File: src/rtl/evcap_pkg.sv
package evcap_pkg;
    parameter int unsigned LINES = 4;
    parameter int unsigned TS_W  = 16;

    typedef enum logic [1:0] {
        TRIG_RISE  = 2'd0,
        TRIG_FALL  = 2'd1,
        TRIG_BOTH  = 2'd2,
        TRIG_RISE8 = 2'd3
    } trig_e;

    typedef struct packed {
        logic [LINES-1:0] mask;
        logic [TS_W-1:0]  stamp;
    } entry_t;
endpackage

File: src/rtl/evcap_timebase.sv
module evcap_timebase
    import evcap_pkg::*;
#(
    parameter int unsigned DIV = 8
) (
    input  logic            clk,
    input  logic            rst_n,
    output logic [TS_W-1:0] stamp_o
);
    localparam int unsigned PW = (DIV > 1) ? $clog2(DIV) : 1;

    typedef struct packed {
        logic [PW-1:0]   pre;
        logic [TS_W-1:0] tmr;
    } tb_s;

    tb_s tb_d, tb_q;

    always_comb begin
        tb_d = tb_q;
        if (tb_q.pre == PW'(DIV - 1)) begin
            tb_d.pre = '0;
            tb_d.tmr = tb_q.tmr + 1'b1;
        end else begin
            tb_d.pre = tb_q.pre + 1'b1;
        end
    end

    always_ff @(posedge clk or negedge rst_n) begin
        if (!rst_n) tb_q <= '0;
        else        tb_q <= tb_d;
    end

    assign stamp_o = tb_q.tmr;

    // the timer only ever steps by one
    p_timer_step_r4: assert property (@(posedge clk) disable iff (!rst_n)
        (stamp_o != $past(stamp_o)) |-> (stamp_o == $past(stamp_o) + 1'b1));
    // a step always lands right after the prescaler wrapped
    p_timer_rate_r4: assert property (@(posedge clk) disable iff (!rst_n)
        (stamp_o != $past(stamp_o)) |-> (tb_q.pre == '0));
endmodule

File: src/rtl/evcap_detect.sv
module evcap_detect
    import evcap_pkg::*;
#(
    parameter int unsigned EVERY_N = 8
) (
    input  logic               clk,
    input  logic               rst_n,
    input  logic [LINES-1:0]   line_i,
    input  logic [LINES-1:0]   en_i,
    input  logic [2*LINES-1:0] mode_i,
    output logic [LINES-1:0]   hit_o
);
    localparam int unsigned CW = (EVERY_N > 1) ? $clog2(EVERY_N) : 1;

    for (genvar g = 0; g < LINES; g++) begin : g_line
        typedef struct packed {
            logic          prev;
            logic [1:0]    mode;
            logic [CW-1:0] cnt;
        } ln_s;

        ln_s  ln_d, ln_q;
        logic rise, fall, mode_chg, hit;

        always_comb begin
            ln_d      = ln_q;
            ln_d.prev = line_i[g];
            ln_d.mode = mode_i[2*g +: 2];
            rise      = line_i[g] & ~ln_q.prev;
            fall      = ~line_i[g] & ln_q.prev;
            mode_chg  = (mode_i[2*g +: 2] != ln_q.mode);
            hit       = 1'b0;
            if (en_i[g]) begin
                case (trig_e'(mode_i[2*g +: 2]))
                    TRIG_RISE: hit = rise;
                    TRIG_FALL: hit = fall;
                    TRIG_BOTH: hit = rise | fall;
                    default: begin
                        if (!mode_chg && rise) begin
                            if (ln_q.cnt == CW'(EVERY_N - 1)) begin
                                hit      = 1'b1;
                                ln_d.cnt = '0;
                            end else begin
                                ln_d.cnt = ln_q.cnt + 1'b1;
                            end
                        end
                    end
                endcase
            end
            if (mode_chg) ln_d.cnt = '0;
        end

        always_ff @(posedge clk or negedge rst_n) begin
            if (!rst_n) ln_q <= '0;
            else        ln_q <= ln_d;
        end

        assign hit_o[g] = hit;

        // a disabled line never fires
        p_disabled_quiet_r1: assert property (@(posedge clk) disable iff (!rst_n)
            !en_i[g] |-> !hit_o[g]);
        // a hit needs an edge on its own line
        p_hit_needs_edge_r2: assert property (@(posedge clk) disable iff (!rst_n)
            hit_o[g] |-> (line_i[g] != ln_q.prev));
        // a changed trigger code leaves the edge count at zero
        p_mode_clears_r3: assert property (@(posedge clk) disable iff (!rst_n)
            (mode_i[2*g +: 2] != ln_q.mode) |=> (ln_q.cnt == '0));
    end
endmodule

File: src/rtl/evcap_store.sv
module evcap_store
    import evcap_pkg::*;
#(
    parameter int unsigned QDEPTH    = 7,
    parameter int unsigned IRQ_LEVEL = 6
) (
    input  logic             clk,
    input  logic             rst_n,
    input  logic [LINES-1:0] hit_i,
    input  logic [TS_W-1:0]  stamp_i,
    input  logic             rd_i,
    input  logic             irq_sel_i,
    output entry_t           hold_o,
    output logic             hold_vld_o,
    output logic             irq_o,
    output logic             ovf_o
);
    localparam int unsigned PW = (QDEPTH > 1) ? $clog2(QDEPTH) : 1;
    localparam int unsigned CW = $clog2(QDEPTH + 1);

    typedef struct packed {
        entry_t [QDEPTH-1:0] mem;
        logic [PW-1:0]       rp;
        logic [PW-1:0]       wp;
        logic [CW-1:0]       cnt;
        entry_t              hold;
        logic                hvld;
        logic                irq;
        logic                ovf;
    } st_s;

    st_s st_d, st_q;
    entry_t        fresh;
    logic          ev, kept_hold, placed, loaded, pushed;
    logic [CW-1:0] occ;

    function automatic logic [PW-1:0] nxt(input logic [PW-1:0] p);
        return (p == PW'(QDEPTH - 1)) ? '0 : p + 1'b1;
    endfunction

    always_comb begin
        st_d       = st_q;
        ev         = |hit_i;
        fresh      = '{mask: hit_i, stamp: stamp_i};
        kept_hold  = st_q.hvld & ~rd_i;
        placed     = 1'b0;
        loaded     = 1'b0;
        pushed     = 1'b0;
        occ        = st_q.cnt;
        st_d.hvld  = kept_hold;
        if (!kept_hold) begin
            if (st_q.cnt != '0) begin
                st_d.hold = st_q.mem[st_q.rp];
                st_d.hvld = 1'b1;
                st_d.rp   = nxt(st_q.rp);
                occ       = st_q.cnt - 1'b1;
                loaded    = 1'b1;
            end else if (ev) begin
                st_d.hold = fresh;
                st_d.hvld = 1'b1;
                placed    = 1'b1;
                loaded    = 1'b1;
            end
        end
        if (ev && !placed) begin
            if (occ < CW'(QDEPTH)) begin
                st_d.mem[st_q.wp] = fresh;
                st_d.wp           = nxt(st_q.wp);
                occ               = occ + 1'b1;
                pushed            = 1'b1;
            end else begin
                st_d.ovf = 1'b1;
            end
        end
        st_d.cnt = occ;
        st_d.irq = irq_sel_i ? (pushed && occ == CW'(IRQ_LEVEL)) : loaded;
    end

    always_ff @(posedge clk or negedge rst_n) begin
        if (!rst_n) st_q <= '0;
        else        st_q <= st_d;
    end

    assign hold_o     = st_q.hold;
    assign hold_vld_o = st_q.hvld;
    assign irq_o      = st_q.irq;
    assign ovf_o      = st_q.ovf;

    // queue occupancy never exceeds its depth
    p_no_overrun_r6: assert property (@(posedge clk) disable iff (!rst_n)
        st_q.cnt <= CW'(QDEPTH));
    // an unread holding entry stays put
    p_hold_keep_r6: assert property (@(posedge clk) disable iff (!rst_n)
        (hold_vld_o && !rd_i) |=> (hold_vld_o && $stable(hold_o)));
    // the queue only holds entries while the holding register is full
    p_hold_first_r6: assert property (@(posedge clk) disable iff (!rst_n)
        (st_q.cnt != '0) |-> hold_vld_o);
    // overflow is sticky
    p_ovf_sticky_r7: assert property (@(posedge clk) disable iff (!rst_n)
        $past(ovf_o) |-> ovf_o);
    // a load interrupt always comes with a held entry
    p_irq_load_r8: assert property (@(posedge clk) disable iff (!rst_n)
        (irq_o && !$past(irq_sel_i)) |-> hold_vld_o);
    // a level interrupt comes with six queued entries
    p_irq_level_r9: assert property (@(posedge clk) disable iff (!rst_n)
        (irq_o && $past(irq_sel_i)) |-> (st_q.cnt == CW'(IRQ_LEVEL)));
endmodule

File: src/rtl/evcap_unit.sv
module evcap_unit
    import evcap_pkg::*;
#(
    parameter int unsigned TICK_DIV  = 8,
    parameter int unsigned EVERY_N   = 8,
    parameter int unsigned QDEPTH    = 7,
    parameter int unsigned IRQ_LEVEL = 6
) (
    input  logic                    clk,
    input  logic                    rst_n,
    input  logic [LINES-1:0]        line_i,
    input  logic [LINES-1:0]        line_en_i,
    input  logic [2*LINES-1:0]      line_mode_i,
    input  logic                    irq_sel_i,
    input  logic                    rd_i,
    output logic [LINES+TS_W-1:0]   hold_data_o,
    output logic                    hold_vld_o,
    output logic                    irq_o,
    output logic                    ovf_o,
    output logic [TS_W-1:0]         timer_o
);
    logic [TS_W-1:0]  stamp;
    logic [LINES-1:0] hit;
    entry_t           hold;

    evcap_timebase #(.DIV(TICK_DIV)) u_timebase (
        .clk     (clk),
        .rst_n   (rst_n),
        .stamp_o (stamp)
    );

    evcap_detect #(.EVERY_N(EVERY_N)) u_detect (
        .clk    (clk),
        .rst_n  (rst_n),
        .line_i (line_i),
        .en_i   (line_en_i),
        .mode_i (line_mode_i),
        .hit_o  (hit)
    );

    evcap_store #(.QDEPTH(QDEPTH), .IRQ_LEVEL(IRQ_LEVEL)) u_store (
        .clk        (clk),
        .rst_n      (rst_n),
        .hit_i      (hit),
        .stamp_i    (stamp),
        .rd_i       (rd_i),
        .irq_sel_i  (irq_sel_i),
        .hold_o     (hold),
        .hold_vld_o (hold_vld_o),
        .irq_o      (irq_o),
        .ovf_o      (ovf_o)
    );

    assign hold_data_o = hold;
    assign timer_o     = stamp;

    // a fresh entry never has an empty line mask
    p_mask_nonzero_r5: assert property (@(posedge clk) disable iff (!rst_n)
        $rose(hold_vld_o) |-> (hold_data_o[LINES+TS_W-1:TS_W] != '0));
endmodule

File: config.mk
export PLATFORM = sky130hd
export DESIGN_NAME = evcap_unit
export DESIGN_NICKNAME = d
export VERILOG_FILES = /design/src/rtl/evcap_pkg.sv /design/src/rtl/evcap_timebase.sv /design/src/rtl/evcap_detect.sv /design/src/rtl/evcap_store.sv /design/src/rtl/evcap_unit.sv
export SDC_FILE = /design/constraint.sdc
export NUM_CORES = 1
export LEC_CHECK = 0
export ABC_AREA = 1
export BUFFER_PORTS_ARGS = -buffer_cell sky130_fd_sc_hd__clkbuf_2
export CORE_ASPECT_RATIO = 1.5
export CORE_MARGIN = 10
export CORE_UTILIZATION = 43
export CTS_CLUSTER_DIAMETER = 120
export CTS_CLUSTER_SIZE = 30
export DETAILED_ROUTE_END_ITERATION = 16
export GPL_TIMING_DRIVEN = 0
export REMOVE_ABC_BUFFERS = 1
export SYNTH_ARGS = -nofsm -noshare
export SYNTH_HDL_FRONTEND = slang
export SYNTH_SLANG_ARGS = --single-unit
File: constraint.sdc
create_clock -name clk -period 2.1 [get_ports clk]
set_input_delay 0.525 -clock clk [delete_from_list [all_inputs] [get_ports clk]]
set_output_delay 0.525 -clock clk [all_outputs]
set_load 0.005 [all_outputs]
==> results.yml, run 1 <==
outcome:
  run_status: "finished with violations"
  violations: "setup timing"
placed_design:
  place_area_sq_um: 10490
  dp_hpwl_mm: 15.11
  routabilityCongestion: 0.7790
  numPortBuffers: 58
route:
  antenna_left: 0
  avgRoutedWirePerCell_um: 23.92
  drt-initial-drc-count: 1126
  wl_met1_mm: 13.26
  drcViolationCount: 0
  dr.pass1.iters: 5
  routed_wl_mm: 37.82
  dr_total_vias: 9374
  wl_met3_mm: 3.254
  met2WireLength_mm: 18.30
  top_layer: "met4"
  routed_via_density: 5.929
critical_path:
  cp_data_arrival_time_ns: 2.69
  r2r-end: "u_store.st_q[83]$_DFFE_PN0P_"
  rr_startpoint: "u_detect.g_line[0].ln_q[5]$_DFF_PN0_"
  r2r_slack_ns: -0.21
  cp-end-kind: "flop"
  crit_type: "flop to flop"
  startpoint: "u_detect.g_line[0].ln_q[5]$_DFF_PN0_"
  worstSetupStartpointType: "flop"
  path_max_fanout: 8
  cp-endpoint: "u_store.st_q[83]$_DFFE_PN0P_"
  critPathRequiredTime_ns: 2.47
  rr_worst_depth: 15
logic_synthesis:
  ys_types: 45
  syn_area_per_cell_sq_um: 8.886
  synth_warnings: 0
  synth_edf_count: 0
  yosysSeqAreaShare_pct: 51.79
  synthArstFlopShare_pct: 100.0
  synth_flop_cell: "dfrtp_1"
  ys_ff_latch: 215
  synth.cell_area_sq_um: 10390
  syn-instance-count: 1169
sta:
  slew_violations: 0
  setup_viol: 161
  period_needed_ns: 2.312
  final_hold_viol_count: 0
  timing.setup.tns_ns: -21.92
  max_clock_freq_mhz: 432.6
  fin_crit_sh_pct: 110.1
  hold_slack_ns: 0.1616
  worst_clock_skew_ns: 0.03819
  setup_slack_ns: -0.2117
  tightest_slew_ns: 1.043
  maxSlewHeadroom_pct: 30.31
  rsz0062_at_grt: "yes"
grt:
  overflow: 0
  grt_pass1_vias: 9062
  grt_usage_pct: 23.08
  antenna_found_initial: 0
  grt_pass1_wl_mm: 55.45
  grt_start_max_net_pins: 106
final_layout:
  antenna_cells: 0
  syn_to_final_growth_pct: 29.50
  nNetsFinal: 1305
  utilization_pct: 56.66
  design_area_sq_um: 13450
  drive_gt1_share_pct: 32.96
cts:
  cts.sinks: 215
  cts_tree: "yes"
  cts_buffers: 11
  clock-root-buffer: "clkbuf_16"
  h-tree-depth: 1
  clk_pin_slew_ns: 0.12
  clock_latency_ns: 0.49
  clockBufferDepth: 3
power:
  power.leakage_uw: 0.005926
  power.density_nw_per_um2: 1204
  fin_total_pwr_uw: 16200
  peakVddDrop_v: 0.0007324
floorplanning:
  start_util_pct: 43.75
  coreArea_sq_um: 23740
  fp.dieH_um: 210.4
  row_count: 69
  die_area_sq_um: 30900
  fp.dieW_um: 146.9
  ios: 59
job:
  cap_viol_max_count: 0
worst_hold_path:
  worst_hold_path_type: "primary input to flop"
==> worst min-delay path by stage <==
stage                                              from                                      to  slack [ns]  depth (start not counted)
after floorplan                                   rst_n  u_detect.g_line[0].ln_q[0]$_DFFE_PN0P_        0.23                          0
after global placement    u_timebase.tb_q[16]$_DFF_PN0_           u_timebase.tb_q[16]$_DFF_PN0_        0.42                          1
after detailed placement                          rst_n    u_detect.g_line[0].ln_q[5]$_DFF_PN0_        0.36                          1
after CTS                                     line_i[0]    u_detect.g_line[0].ln_q[5]$_DFF_PN0_        0.17                          1
after global routing                          line_i[1]    u_detect.g_line[1].ln_q[5]$_DFF_PN0_        0.16                          1
final                                         line_i[1]    u_detect.g_line[1].ln_q[5]$_DFF_PN0_        0.16                          1
==> synthesized netlist by cell type, types with 2 or more instances <==
cell type	number	area share (%)
clkinv_1	6	0.22
a21oi_1	3	0.14
nand2_4	9	0.98
o31ai_1	5	0.36
inv_1	84	3.0
buf_2	8	0.39
nand2_2	4	0.24
inv_2	3	0.11
buf_6	23	2.5
buf_1	2	0.072
nor4_1	2	0.12
ha_1	23	2.8
a31oi_1	17	1.0
o211ai_1	21	1.5
and2_1	3	0.18
nand4_1	3	0.18
nor2_1	78	2.8
o21ai_1	131	6.3
nand3_2	2	0.19
nand2_1	265	9.6
o22ai_1	5	0.30
o21ai_2	5	0.42
nand3_1	52	2.5
nor3_1	14	0.67
o21ai_0	72	3.5
xnor2_1	5	0.42
a22oi_1	18	1.3
xor2_1	15	1.3
or2_1	2	0.12
nor2_2	3	0.18
dfrtp_1	215	52
clkbuf_1	21	0.76
buf_4	38	2.7
==> cells in the final DEF, fill, tap and decap left out, drive strengths merged, types with 2 or more instances in the layout <==
cell type	n
clkinv	12
nor3	14
xnor2	6
or2	2
clkinvlp	9
inv	85
xor2	16
o211ai	21
clkbuf	74
a22oi	18
nor4	2
nand3	54
nor2	83
buf	60
o22ai	5
a31oi	17
ha	23
nand4	3
o31ai	5
nand2	316
and2	3
o21ai	208
dfrtp	215
a21oi	5
==> state kept, by name, indices dropped and copies added (netlist names) <==
register / cells
u_timebase.stamp_o: 16
u_timebase.tb_q: 3
u_store.irq_o: 1
u_store.hold_o: 20
u_store.st_q: 149
u_store.hold_vld_o: 1
u_detect.g_line.ln_q: 24
u_store.ovf_o: 1
==> layer usage <==
| metal | vias up | GRT usage, % |
|---|---|---|
| li1 | 4073 | - |
| met1 | 4587 | 27.38 |
| met2 | 510 | 38.22 |
| met3 | 204 | 4.395 |
| met4 | 0 | 13.81 |
| met5 | - | 0 |
==> kinds of logic after synthesis <==
group / after synthesis / synth area share [%]
adder cells (fa/ha/maj): 23 / 2.770
AO/OA/AOI/OAI: 283 / 15.39
XOR/XNOR: 22 / 2.000
AND/OR/NAND/NOR: 439 / 18.07
flip-flops: 215 / 51.79
buffers and inverters: 187 / 9.973
==> report_power, final <==
group,switching [uW],internal [uW],leakage (uW)
registers,624,4910,0.00284
logic,5620,2630,0.00294
clock network,1430,992,0.000148
total,7670,8530,0.00593
==> stage by stage <==
stage / instances / worst slack (ns)
final: 1581 / -0.2117
after CTS: 1562 / -0.1052
after detailed placement: 1456 / -2.207
after global routing: 1581 / -0.3007
after floorplan: 1076 / -0.6313
after global placement: 1453 / -3.941
==> cell type report <==
class                           instances  area (sq um)
Multi-Input combinational cell        806          5594
Clock inverter                          1         30.03
Tap cell                              319         399.1
Inverter                               94         450.4
Timing Repair inverter                 11         222.7
Sequential cell                       215          5386
Clock buffer                           12         279.0
Fill cell                            1990         10290
Timing Repair Buffer                  123          1090
==> critical path, stage by stage (launching register included) <==
cell,delay [ns]
dfrtp_1,0.40
ha_1,0.27
inv_1,0.03
nand2_1,0.05
nand3_1,0.07
nor2_1,0.12
nor2_2,0.07
nand2_4,0.09
nand2_4,0.05
nor2_4,0.16
nor2_8,0.06
nand2_8,0.11
buf_16,0.25
clkinv_16,0.15
nand2_4,0.18
o21ai_2,0.09
==> what timing repair did <==
| item | CTS | global route |
|---|---|---|
| endpoints found under the setup margin | 179 | 170 |
| gates cloned | 49 | 6 |
| endpoints found under the hold margin | 7 | 0 |
| gates resized for setup | 177 | 173 |
| hold buffers | 1 | 0 |
| buffers inserted | 43 | 13 |
| pin swaps | 29 | 28 |
Power figures use the tool's default switching activity.
==> inputs of run 2 (changes only) <==
- CORE_UTILIZATION: 43 -> 40
- GPL_TIMING_DRIVEN: 0 -> default
- SKIP_CTS_REPAIR_TIMING: default -> 1
==> results.yml, run 2 (synthesis results as in run 1) <==
outcome:
  run_status: "finished with violations"
  violations: "hold timing, setup timing"
sta:
  final_hold_viol_count: 10
  period_needed_ns: 2.111
  max_clock_freq_mhz: 473.7
  maxSlewHeadroom_pct: 61.26
  setup_slack_ns: -0.01111
  rsz0062_at_grt: "yes"
  fin_crit_sh_pct: 100.5
  setup_viol: 4
  slew_violations: 0
  tightest_slew_ns: 0.5811
  worst_clock_skew_ns: 0.04193
  hold_slack_ns: -0.02507
route:
  dr_total_vias: 8359
  routed_via_density: 5.237
  routed_wl_mm: 28.71
  dr.pass1.iters: 5
  avgRoutedWirePerCell_um: 17.99
  antenna_left: 0
  drt-initial-drc-count: 535
  drcViolationCount: 0
cts:
  cts.sinks: 215
  clk_pin_slew_ns: 0.11
  h-tree-depth: 1
  clock_latency_ns: 0.48
  clockBufferDepth: 3
  cts_buffers: 11
  clock-root-buffer: "clkbuf_16"
  cts_tree: "yes"
power:
  p_seq_share_pct: 39.2
  switchingPower_uw: 5399
  power.density_nw_per_um2: 1105
  internal_power_uw: 8297
  peakVddDrop_v: 0.0006024
  pwr-share-comb_pct: 43.7
  fin_total_pwr_uw: 13700
  clockPowerShare_pct: 17.1
  p_sw_share_pct: 39.42
  power.leakage_uw: 0.005827
critical_path:
  cp_cell_sequence: "ha_2 -> ha_2 -> nand2_1 -> inv_1 -> nand3_2 -> nand2_1 -> nand2_4 -> nand2_2 -> nor2_4 -> nor2_8 -> nand2_8 -> nor2_2 -> inv_2 -> buf_12 -> nand2_1 -> o21ai_1"
  critical_path.most_common_cell: "nand2_1"
  critPathRequiredTime_ns: 2.46
  cp_data_arrival_time_ns: 2.47
  r2r_slack_ns: -0.01
  cp-end-kind: "flop"
  slowest_stage: "dfrtp_1"
  worstSetupStartpointType: "flop"
  path_max_fanout: 16
  cp_num_buf_inv: 3
  cp_top_family: "simple AND/OR/NAND/NOR gates"
  slowest_delay_ns: 0.39
  crit_type: "flop to flop"
final_layout:
  largest_reg_flops: 149
  final_common_cell: "nand2_1"
  utilization_pct: 48.26
  regMostFlops: "u_store.st_q"
  mostFrequentLayoutCells: "249 x nand2_1, 215 x dfrtp_1, 121 x o21ai_1, 81 x inv_1, 78 x buf_4"
  syn_to_final_growth_pct: 19.27
  nNetsFinal: 1307
  antenna_cells: 0
  fin_cells: 1596
  drive_gt1_share_pct: 21.22
placed_design:
  pre_cts_ws_ns: -0.2987
  dp_hpwl_mm: 18.57
  numPortBuffers: 58
  placed_cells: 1567
  routabilityCongestion: 0.8039
job:
  cap_viol_max_count: 0
grt:
  grt_pass1_vias: 8123
  grt_pass1_wl_mm: 43.52
  antenna_found_initial: 0
  grt_usage_pct: 16.29
  overflow: 0
  grt_start_max_net_pins: 68
floorplanning:
  row_count: 72
  fp.dieH_um: 217.4
  ios: 59
  fp.dieW_um: 151.6
  start_util_pct: 40.46
  coreArea_sq_um: 25670
  die_area_sq_um: 32950
worst_hold_path:
  worst_hold_path_type: "primary input to asynchronous set/reset pin"
==> run 2: path summary, 6_finish.rpt <==
| kind | end | cells past startpoint | from |
|---|---|---|---|
| worst max-delay path | u_store.st_q[168]$_DFFE_PN0P_ | 16 | u_detect.g_line[2].ln_q[0]$_DFFE_PN0P_ |
| worst min-delay path | u_detect.g_line[0].ln_q[5]$_DFF_PN0_ | 1 | rst_n |
| worst max register to register | u_store.st_q[168]$_DFFE_PN0P_ | 16 | u_detect.g_line[2].ln_q[0]$_DFFE_PN0P_ |
| worst min register to register | u_store.st_q[132]$_DFFE_PN0P_ | 2 | u_store.st_q[132]$_DFFE_PN0P_ |
| max in group asynchronous | u_store.st_q[31]$_DFFE_PN0P_ | 2 | rst_n |
| min in group clk | u_detect.g_line[0].ln_q[5]$_DFF_PN0_ | 1 | line_i[0] |
==> run 2: final cells by class <==
cell class / count / area [sq um]
clock buffers: 11 / 275.3
clock inverters: 1 / 30.03
fillers: 2490 / 13290
inverters: 94 / 375.4
multi-input cells: 767 / 4244
flip-flops and latches: 215 / 5380
well taps: 333 / 416.7
repair buffers: 175 / 1668
==> run 2: power groups by stage <==
stage                     clock, uW  sequential, uW  combinational, uW
after floorplan                   0            5380               2730
after global placement            0            5430               5090
after detailed placement          0            5440               5170
after CTS                      2430            5360               5170
after global routing           2560            5470               6520
final                          2340            5370               5980
==> run 2: worst register-to-register path, cell delays in order (launching register included) <==
cell,delay (ns)
dfrtp_1,0.39
ha_2,0.18
ha_2,0.17
nand2_1,0.05
inv_1,0.06
nand3_2,0.07
nand2_1,0.10
nand2_4,0.06
nand2_2,0.09
nor2_4,0.07
nor2_8,0.11
nand2_8,0.09
nor2_2,0.19
inv_2,0.10
buf_12,0.16
nand2_1,0.06
o21ai_1,0.06
==> run 2: metrics by stage <==
stage	area (sq um)	TNS [ns]
global route	12390	-19.55
finish	12390	-0.01914
detailed placement	11470	-38.41
global placement	11470	-34.96
CTS	11770	-8.113
floorplan	9712	-85.57
==> run 2: metal layers <==
| metal | global-route usage, % | wire (um) | up-vias |
|---|---|---|---|
| met5 | 0 | 0 | - |
| met4 | 4.238 | 637 | 0 |
| met3 | 1.599 | 1386 | 35 |
| met2 | 29.36 | 15130 | 223 |
| met1 | 20.13 | 11560 | 4095 |
| li1 | - | - | 4006 |
==> inputs of run 3 (changes only) <==
- SKIP_CTS_REPAIR_TIMING: 1 -> default
==> results.yml, run 3 (synthesis results as in run 1) <==
outcome:
  run_status: "finished with violations"
  violations: "hold timing, setup timing"
placed_design:
  dp_hpwl_mm: 18.57
  placed_cells: 1567
  routabilityCongestion: 0.8039
  place_area_sq_um: 11470
  numPortBuffers: 58
power:
  p_seq_share_pct: 39.3
  fin_total_pwr_uw: 13760
  clockPowerShare_pct: 17.1
  p_sw_share_pct: 39.49
  internal_power_uw: 8326
  switchingPower_uw: 5433
  power.density_nw_per_um2: 1105
  power.leakage_uw: 0.005852
  pwr-share-comb_pct: 43.6
  peakVddDrop_v: 0.0006048
critical_path:
  crit_type: "flop to flop"
  critPathRequiredTime_ns: 2.47
  slowest_stage: "dfrtp_1"
  slowest_delay_ns: 0.40
  path_max_fanout: 5
  worstSetupStartpointType: "flop"
  cp_cell_sequence: "ha_1 -> ha_2 -> nand2_1 -> inv_1 -> nand3_1 -> nand2_1 -> nand2_2 -> nand2_2 -> nor2_4 -> nor2_8 -> nand2_8 -> nor2_4 -> buf_4 -> clkbuf_16 -> nand2_1 -> o21ai_0"
  cp_top_family: "simple AND/OR/NAND/NOR gates"
  cp_num_buf_inv: 3
  critical_path.most_common_cell: "nand2_1"
  cp-end-kind: "flop"
  cp_data_arrival_time_ns: 2.50
cts:
  clk_pin_slew_ns: 0.12
  clock-root-buffer: "clkbuf_16"
  holdBufCountCts: 0
  clockBufferDepth: 3
  cts.sinks: 215
  cts_tree: "yes"
  cts_buffers: 11
  clock_latency_ns: 0.48
  h-tree-depth: 1
final_layout:
  multi_input_area_sq_um: 4270
  largest_reg_flops: 149
  design_area_sq_um: 12450
  seqCellArea_sq_um: 5380
  fill_cells: 2477
  mostFrequentLayoutCells: "246 x nand2_1, 215 x dfrtp_1, 126 x o21ai_1, 84 x buf_4, 82 x inv_1"
  nNetsFinal: 1314
  fin_cells: 1603
  regMostFlops: "u_store.st_q"
  antenna_cells: 0
  syn_to_final_growth_pct: 19.85
  final_common_cell: "nand2_1"
  drive_gt1_share_pct: 21.73
sta:
  max_clock_freq_mhz: 470.5
  final_hold_viol_count: 6
  fin_crit_sh_pct: 101.2
  tightest_slew_ns: 0.5798
  slew_violations: 0
  maxSlewHeadroom_pct: 61.35
  hold_slack_ns: -0.02229
  period_needed_ns: 2.125
  worst_clock_skew_ns: 0.04370
  timing.setup.tns_ns: -0.1355
  setup_slack_ns: -0.02518
  setup_viol: 15
  rsz0062_at_grt: "yes"
route:
  routed_via_density: 5.263
  avgRoutedWirePerCell_um: 18.02
  dr.pass1.iters: 5
  drcViolationCount: 0
  dr_total_vias: 8436
  drt-initial-drc-count: 576
  antenna_left: 0
  routed_wl_mm: 28.89
floorplanning:
  die_area_sq_um: 32950
  fp.dieW_um: 151.6
  row_count: 72
  fp.dieH_um: 217.4
  coreArea_sq_um: 25670
  start_util_pct: 40.46
  ios: 59
grt:
  grt_start_max_net_pins: 68
  grt_pass1_vias: 8160
  antenna_found_initial: 0
  overflow: 0
  grt_usage_pct: 16.31
  grt_pass1_wl_mm: 43.61
job:
  cap_viol_max_count: 0
worst_hold_path:
  worst_hold_path_type: "primary input to asynchronous set/reset pin"
==> run 3: cell count changes in the layout (fill, tap and decap cells not counted), moves of 3 or more <==
cell / change
nand2_2: +3
o21ai_1: +5
nor2_1: -4
buf_4: +6
nand2_1: -3
nor2_2: +3
==> run 3: repair_timing <==
item | in CTS | in global routing
gates resized for setup | 5 | 78
cloned | 0 | 10
setup buffers | 4 | 10
setup endpoints to repair | 144 | 172
pin swaps | 2 | 6
==> run 3: power groups by stage <==
| stage | Combinational (uW) | Sequential [uW] | Clock, uW |
|---|---|---|---|
| 2_1_floorplan | 2730 | 5380 | 0 |
| 3_3_place_gp | 5090 | 5430 | 0 |
| 3_5_place_dp | 5170 | 5440 | 0 |
| 4_1_cts | 5220 | 5360 | 2430 |
| 5_1_grt | 6560 | 5490 | 2560 |
| 6_report | 6000 | 5410 | 2350 |
==> run 3: final cells by class <==
| class | count | share of cell area (%) |
|---|---|---|
| Multi-Input combinational cell | 767 | 34.30 |
| Inverter | 94 | 2.985 |
| Timing Repair Buffer | 182 | 13.70 |
| Clock inverter | 1 | 0.2412 |
| Sequential cell | 215 | 43.22 |
| Clock buffer | 11 | 2.211 |
| Tap cell | 333 | 3.347 |
==> run 3: path summary, 6_finish.rpt <==
kind | cells after the start | start | to | slack (ns)
max | 16 | u_detect.g_line[1].ln_q[0]$_DFFE_PN0P_ | u_store.st_q[165]$_DFFE_PN0P_ | -0.03
min | 1 | rst_n | u_detect.g_line[0].ln_q[5]$_DFF_PN0_ | -0.02
max reg2reg | 16 | u_detect.g_line[1].ln_q[0]$_DFFE_PN0P_ | u_store.st_q[165]$_DFFE_PN0P_ | -0.03
min reg2reg | 1 | u_store.ovf_o$_DFFE_PN0P_ | u_store.ovf_o$_DFFE_PN0P_ | 0.49
max in group asynchronous | 2 | rst_n | u_store.st_q[31]$_DFFE_PN0P_ | 1.50
min in group clk | 1 | line_i[0] | u_detect.g_line[0].ln_q[5]$_DFF_PN0_ | 0.19
==> run 3: stage by stage <==
stage | setup WS [ns] | hold slack [ns] | util [%]
4_1_cts | -0.01748 | 0.002813 | 46.04
3_5_place_dp | -0.2987 | 0.4225 | 44.66
3_3_place_gp | -0.2758 | 0.4226 | 44.66
2_1_floorplan | -0.6313 | 0.2294 | -
6_report | -0.02518 | -0.02229 | 48.49
5_1_grt | -0.2151 | 0.009808 | 48.49
==> run 3: per-layer routing <==
layer  vias up  share of wire (%)  track usage (%)
met5         -                  0                0
met1      4161                 40            20.13
met3        41                4.9            1.620
li1       4015                  -                -
met2       219                 53            29.40
met4         0                2.7            4.270
